<file path="config.mk">
export PLATFORM = sky130hd
export DESIGN_NAME = sarc_ctrl
export DESIGN_NICKNAME = d
export VERILOG_FILES = /design/src/rtl/sarc_pkg.sv /design/src/rtl/sarc_seq.sv /design/src/rtl/sarc_sar.sv /design/src/rtl/sarc_dac.sv /design/src/rtl/sarc_ctrl.sv
export SDC_FILE = /design/constraint.sdc
export NUM_CORES = 1
export LEC_CHECK = 0
export ABC_CLOCK_PERIOD_IN_PS = 5150
export BUFFER_PORTS_ARGS = -buffer_cell sky130_fd_sc_hd__clkbuf_2
export CORE_ASPECT_RATIO = 0.5
export CORE_MARGIN = 8
export CORE_UTILIZATION = 35
export DETAILED_ROUTE_END_ITERATION = 16
export SYNTH_ARGS = -nofsm -noshare
export SYNTH_HDL_FRONTEND = slang
export SYNTH_SLANG_ARGS = --single-unit
</file>
<file path="constraint.sdc">
create_clock -name clk -period 5.15 [get_ports clk]
set_clock_uncertainty 0.2 [all_clocks]
set_input_delay 0.2575 -clock clk [delete_from_list [all_inputs] [get_ports clk]]
set_output_delay 0.2575 -clock clk [all_outputs]
set_load 0.005 [all_outputs]
</file>
<file path="src/rtl/sarc_pkg.sv">
package sarc_pkg;

    localparam int unsigned SAR_BITS = 14;

    typedef enum logic [1:0] {
        MODE_OFF = 2'd0,
        MODE_UNI = 2'd1,
        MODE_BIP = 2'd2,
        MODE_RSV = 2'd3
    } mode_e;

    typedef enum logic [1:0] {
        ST_PARK = 2'd0,
        ST_CAL  = 2'd1,
        ST_IDLE = 2'd2,
        ST_CONV = 2'd3
    } state_e;

    // a range select that allows acquisition and conversion
    function automatic logic mode_runs(input logic [1:0] m);
        return (m == MODE_UNI) || (m == MODE_BIP);
    endfunction

endpackage

</file>
<file path="src/rtl/sarc_seq.sv">
module sarc_seq
    import sarc_pkg::*;
#(
    parameter int unsigned NBITS      = SAR_BITS,
    parameter int unsigned CAL_CYCLES = 16,
    localparam int unsigned IW = $clog2(NBITS),
    localparam int unsigned CW = $clog2(CAL_CYCLES + 1)
) (
    input  logic          clk,
    input  logic          rst,
    input  logic          conv_n,
    input  logic          acq_done,
    input  logic [1:0]    mode,
    output state_e        state,
    output logic [IW-1:0] idx,
    output logic          eoc,
    output logic          start,
    output logic          decide
);

    logic [CW-1:0] cal_cnt;

    always_comb begin
        start  = (state == ST_IDLE) && !conv_n && acq_done && mode_runs(mode);
        decide = (state == ST_CONV);
    end

    always_ff @(negedge clk) begin
        if (rst) begin
            state   <= ST_PARK;
            idx     <= '0;
            cal_cnt <= '0;
            eoc     <= 1'b0;
        end else begin
            unique case (state)
                ST_PARK: begin
                    state   <= ST_CAL;
                    cal_cnt <= CW'(CAL_CYCLES - 1);
                    eoc     <= 1'b1;
                end
                ST_CAL: begin
                    if (cal_cnt == '0) begin
                        state <= ST_IDLE;
                        eoc   <= 1'b0;
                    end else begin
                        cal_cnt <= cal_cnt - 1'b1;
                    end
                end
                ST_IDLE: begin
                    if (start) begin
                        state <= ST_CONV;
                        idx   <= IW'(NBITS - 1);
                        eoc   <= 1'b1;
                    end
                end
                ST_CONV: begin
                    if (idx == '0) begin
                        state <= ST_IDLE;
                        eoc   <= 1'b0;
                    end else begin
                        idx <= idx - 1'b1;
                    end
                end
                default: state <= ST_PARK;
            endcase
        end
    end

endmodule

</file>
<file path="src/rtl/sarc_sar.sv">
module sarc_sar
    import sarc_pkg::*;
#(
    parameter int unsigned NBITS = SAR_BITS,
    localparam int unsigned IW = $clog2(NBITS)
) (
    input  logic             clk,
    input  logic             rst,
    input  logic             start,
    input  logic             decide,
    input  logic [IW-1:0]    idx,
    input  logic             cmp_hi,
    output logic [NBITS-1:0] result,
    output logic             bit_valid,
    output logic             bit_data
);

    // a low comparator keeps the trial bit
    logic keep;
    assign keep = ~cmp_hi;

    always_ff @(negedge clk) begin
        if (rst) begin
            result    <= '0;
            bit_valid <= 1'b0;
            bit_data  <= 1'b0;
        end else begin
            bit_valid <= 1'b0;
            if (start) begin
                result <= '0;
            end else if (decide) begin
                result[idx] <= keep;
                bit_valid   <= 1'b1;
                bit_data    <= keep;
            end
        end
    end

endmodule

</file>
<file path="src/rtl/sarc_dac.sv">
module sarc_dac
    import sarc_pkg::*;
#(
    parameter int unsigned NBITS = SAR_BITS,
    localparam int unsigned IW = $clog2(NBITS)
) (
    input  state_e           state,
    input  logic [1:0]       mode,
    input  logic [IW-1:0]    idx,
    input  logic [NBITS-1:0] result,
    output logic [NBITS-1:0] sw_ref,
    output logic [NBITS-1:0] sw_trk
);

    logic converting;
    logic idle_uni;
    logic idle_bip;

    always_comb begin
        converting = (state == ST_CONV);
        idle_uni   = (state == ST_IDLE) && (mode == MODE_UNI);
        idle_bip   = (state == ST_IDLE) && (mode == MODE_BIP);
    end

    for (genvar i = 0; i < NBITS; i++) begin : g_sw
        logic is_trial;
        assign is_trial = (idx == IW'(i));
        if (i == NBITS - 1) begin : g_msb
            // bipolar range parks the MSB on the reference while tracking
            assign sw_ref[i] = converting ? (result[i] | is_trial) : idle_bip;
            assign sw_trk[i] = idle_uni;
        end else begin : g_low
            assign sw_ref[i] = converting & (result[i] | is_trial);
            assign sw_trk[i] = idle_uni | idle_bip;
        end
    end

endmodule

</file>
<file path="src/rtl/sarc_ctrl.sv">
module sarc_ctrl
    import sarc_pkg::*;
#(
    parameter int unsigned NBITS      = SAR_BITS,
    parameter int unsigned CAL_CYCLES = 16
) (
    input  logic             clk,
    input  logic             rst,
    input  logic             conv_n,
    input  logic             acq_done,
    input  logic [1:0]       mode,
    input  logic             cmp_hi,
    output logic [NBITS-1:0] sw_ref,
    output logic [NBITS-1:0] sw_trk,
    output logic             eoc,
    output logic [NBITS-1:0] result,
    output logic             bit_valid,
    output logic             bit_data
);

    localparam int unsigned IW = $clog2(NBITS);

    state_e        st;
    logic [IW-1:0] idx;
    logic          start;
    logic          decide;

    sarc_seq #(.NBITS(NBITS), .CAL_CYCLES(CAL_CYCLES)) u_seq (
        .clk      (clk),
        .rst      (rst),
        .conv_n   (conv_n),
        .acq_done (acq_done),
        .mode     (mode),
        .state    (st),
        .idx      (idx),
        .eoc      (eoc),
        .start    (start),
        .decide   (decide)
    );

    sarc_sar #(.NBITS(NBITS)) u_sar (
        .clk       (clk),
        .rst       (rst),
        .start     (start),
        .decide    (decide),
        .idx       (idx),
        .cmp_hi    (cmp_hi),
        .result    (result),
        .bit_valid (bit_valid),
        .bit_data  (bit_data)
    );

    sarc_dac #(.NBITS(NBITS)) u_dac (
        .state  (st),
        .mode   (mode),
        .idx    (idx),
        .result (result),
        .sw_ref (sw_ref),
        .sw_trk (sw_trk)
    );

endmodule

</file>
-- Word-level counts from Yosys, hierarchy flattened
Index checks and enable logic that the tools add are counted.
- bits in registers: 28
- bits of input ports: 7
- output and inout bits: 45
- add/sub/neg operators: 2
- $lt $le $gt $ge: 2
- equal/unequal tests: 23
- muxes and demuxes: 18
- bitwise gates (word level): 30
- reduce and logical (&&, ||, !) cells: 18
- operators by type and width (operator ; number):
    $eq 4x4->1 const B ; 6
    $eq 4x3->1 const B ; 4
    $or 1x1->1 ; 15
    $bwmux 14 ; 1
    $and 1x1->1 ; 13
    $pmux 5 s2 ; 1
    $eq 4x2->1 const B ; 2
    $mux 4 ; 2
    $ne 2x2->1 const B ; 4
    $pmux 2 s4 ; 1
    $pmux 4 s2 ; 1
    $eq 2x2->1 const B ; 3
    $logic_and 1x1->1 ; 6
    $mux 1 ; 6
    $mux 2 ; 3
    $reduce_and 3->1 ; 2
    $logic_not 5->1 ; 1
    $lt 4x5->1 const B ; 1
    $mux 5 ; 1
    $sub 5x1->5 const B ; 1
    $demux 1 s4 ; 1
    $eq 2x1->1 const B ; 2
    $eq 4x1->1 const B ; 1
    $ge 4x1->1 const B ; 1
    other kinds (11) ; 14

-- Depth between registers and ports, before layout
- depth in word-level cells: 6
- mapped depth: 7
- depth with buffers taken out: 6

-- Cells and area by module
From an unflattened synthesis, not the netlist that was laid out.
- cells, all modules: 213
- area total of the unflattened synthesis: 1750.4 um2
- by module, submodules not included (module ; times used ; cells each ; area an instance (um2) ; sequential area each (um2)):
    sarc_sar ; 1 ; 76 ; 686.9 ; 320.3
    sarc_seq ; 1 ; 72 ; 620.6 ; 240.2
    sarc_dac ; 1 ; 65 ; 442.9 ; 0.0

==> impl_metrics.csv <==
group,metric,value,unit
clock_tree,cts_buffer_depth,2,
routing,wire_per_inst,13.31,microns
yosys,syn_inst,208,
placement,hpwl,3159,microns
floorplan,initial_core_util,36.65,%
run_status,status,"finished, final reports clean",
global_route,first_global_vias,1650,
layout,final_util,44.71,%
timing,relSlewSlack,56.79,%
global_route,grt.overflow.total,0,
routing,via_per_inst,4.930,
clock_tree,clock-root-buffer,"clkbuf_8",
yosys,synth_fa_ha_area_share,6.173,%
global_route,antenna_found_initial,0,
clock_tree,cts.clk_slew.worst_paths,0.04,ns
yosys,synth-compound-area-share,19.60,%
yosys,ys_types,33,
yosys,synth_flop_cell,"dfxtp_1",
floorplan,fp-row-count,17,
routing,drc,0,
clock_tree,cts_tree,"yes",
timing,tightest_slew,0.6466,ns
timing,rsz0062_at_grt,"false",
layout,drive_gt1_share,22.96,%
yosys,synth_seq_area_share,34.57,%
yosys,synthTopCellsByCount,"nor2_1 (49), dfxtp_1 (28), a21oi_1 (18)",
clock_tree,hold_buffers,0,
routing,dr.pass1.iters,4,
critical_path,cp_slowest_cell,"dfxtp_1",
timing,finalSetupTns,0,ns
timing,hold_viol_final,0,
floorplan,fp.dieArea,0.007199,sq mm
yosys,synth_xor_area_share,1.080,%
clock_tree,cts_resized,0,
yosys,yosys.area.top_type,"dfxtp_1",
routing,routed_wl,4351,microns
clock_tree,htreeDepth,1,
layout,diodes,0,
critical_path,cp.arrival,4.34,ns
routing,via_count,1612,
yosys,yosys.cell_count.top_type,"nor2_1",
critical_path,cp_slowest_stage_delay,0.54,ns
placement,portBuffers,51,
critical_path,path_buf_inv,1,
yosys,synth_edf_count,0,
critical_path,crit_chain,"nand2_1, nor2_1, clkbuf_2",
yosys,synth_warnings,0,
yosys,synthSimpleGateAreaFrac,26.16,%
clock_tree,cts_sinks,28,
yosys,syn_nets,223,
job,maxCapViolCount,0,
timing,slew_viol_final,0,
global_route,grt_max_degree,19,
yosys,synth.avg_cell_area,7.796,sq um
yosys,syn_area,0.001622,sq mm
clock_tree,cts_setup_buffers,0,
routing,detail-route-antenna-nets,0,
critical_path,critPathMaxFanout,18,
floorplan,core_area,0.004424,sq mm
critical_path,critPathCaptureType,"output port",
yosys,muxShareOfSynthArea,1.543,%
power,ir_drop,108.1,uV
power,power.density,255.6,mW/mm^2
yosys,async_flop_share,0,%
yosys,yosysTopAreaCellShare,34.57,%
timing,setup_violations,0,
power,power,505.6,uW
global_route,grt_pass1_wl,7445,microns
hold_path,min_path_type,"flop to flop",
clock_tree,cts_buffers,3,
yosys,synth_seq_cells,28,
layout,area_delta_synth_final,21.99,%
yosys,synth_top_family_by_area,"simple AND/OR/NAND/NOR gates",
placement,gp_congestion,0.8180,
global_route,grtUsageTotal,12.07,%
power,leakage,0.9242,nW
critical_path,cp_top_family,"simple AND/OR/NAND/NOR gates",
floorplan,die_w,112.3,microns
critical_path,crit_path_start_kind,"flop",
floorplan,boundaryPins,52,
routing,dr.first_iter.drc_count,48,
clock_tree,insertion_delay,0.35,ns
yosys,synth_area_leaders,"dfxtp_1 (35%), nor2_1 (11%), a211oi_1 (6.5%), ha_1 (6.2%), buf_4 (6.0%)",
critical_path,setup.worst_path.class,"flop to output port",
critical_path,worstPathRequired,4.69,ns
floorplan,die_h,64.13,microns
layout,fin_nets,287,
==> path summary, 6_finish.rpt <==
check                      start             end  slack (ns)  depth (start not counted)
setup reg to reg    u_seq.idx[0]       u_seq.eoc        3.04                          6
setup / recovery  u_seq.state[0]       sw_ref[6]        0.36                          3
hold reg to reg   u_sar.bit_data  u_sar.bit_data        0.30                          2
hold / removal    u_sar.bit_data  u_sar.bit_data        0.30                          2
==> state kept, by name (all words and copies together), names as in the netlist <==
register         count
u_sar.bit_valid      1
u_seq.idx            4
u_sar.result        14
u_seq.state          2
u_seq.cal_cnt        5
u_sar.bit_data       1
u_seq.eoc            1
==> worst reg2reg max path: cells and delay by family, from the launching register on <==
family          cells  cell delay (ns)
compound gates      2             0.26
simple gates        1             0.44
buf+inv             1             0.13
fa+ha+maj           1             0.31
mux                 1             0.30
flops               1             0.35
==> where the power goes <==
group	total, mW	internal, mW	switching, mW	leakage (nW)
combinational	0.0619	0.0287	0.0332	0.526
sequential	0.236	0.226	0.00989	0.228
clock	0.208	0.0811	0.127	0.171
==> per-stage QoR <==
step	std cells	instance area (sq um)	hold slack (ns)	setup WS, ns
after floorplan	208	1622	0.2786	0.8186
after global placement	297	1836	0.2665	0.6521
after detailed placement	297	1836	0.2794	0.6095
after CTS	327	1978	0.2974	0.3235
after global routing	327	1978	0.3285	0.1979
final	327	1978	0.2952	0.3561
==> placed cells by master, fill, tap and decap left out, drive strengths merged <==
master   instances
nand2b           7
a211oi          14
a21oi           18
buf              4
nor3             5
o31ai            1
and2             2
nor2            49
a221oi           4
a2bb2oi          1
or3              3
nand3            6
o22ai            1
nor3b            3
nand2            5
a31oi            2
a311oi           1
nor2b            4
mux2             1
ha               8
a21o             1
xor2             2
o21ai            6
dfxtp           28
mux2i            1
or3b             2
clkbuf          54
nor4b            1
inv             36
==> layer usage <==
metal	vias up	track usage, %	part of all wire (%)
met5	-	0	0
met4	0	5.657	0.74
met3	4	3.933	3.5
met2	29	21.07	51
met1	750	13.29	45
li1	829	-	-
==> final cells by class <==
class	instances	area [sq um]
Clock inverter	28	105.1
Inverter	8	30.03
Clock buffer	3	41.29
Multi-Input combinational cell	148	884.6
Fill cell	479	2446
Sequential cell	28	560.5
Tap cell	57	71.32
Timing Repair Buffer	55	285.3
==> cells by family after synthesis <==
kind of cell / after synthesis
AND/OR/NAND/NOR: 87
multiplexers: 2
adder cells (fa/ha/maj): 8
XOR/XNOR: 2
AO/OA/AOI/OAI: 49
buffers and inverters: 32
flip-flops: 28
No activity file was read; power rests on OpenSTA's default activity.
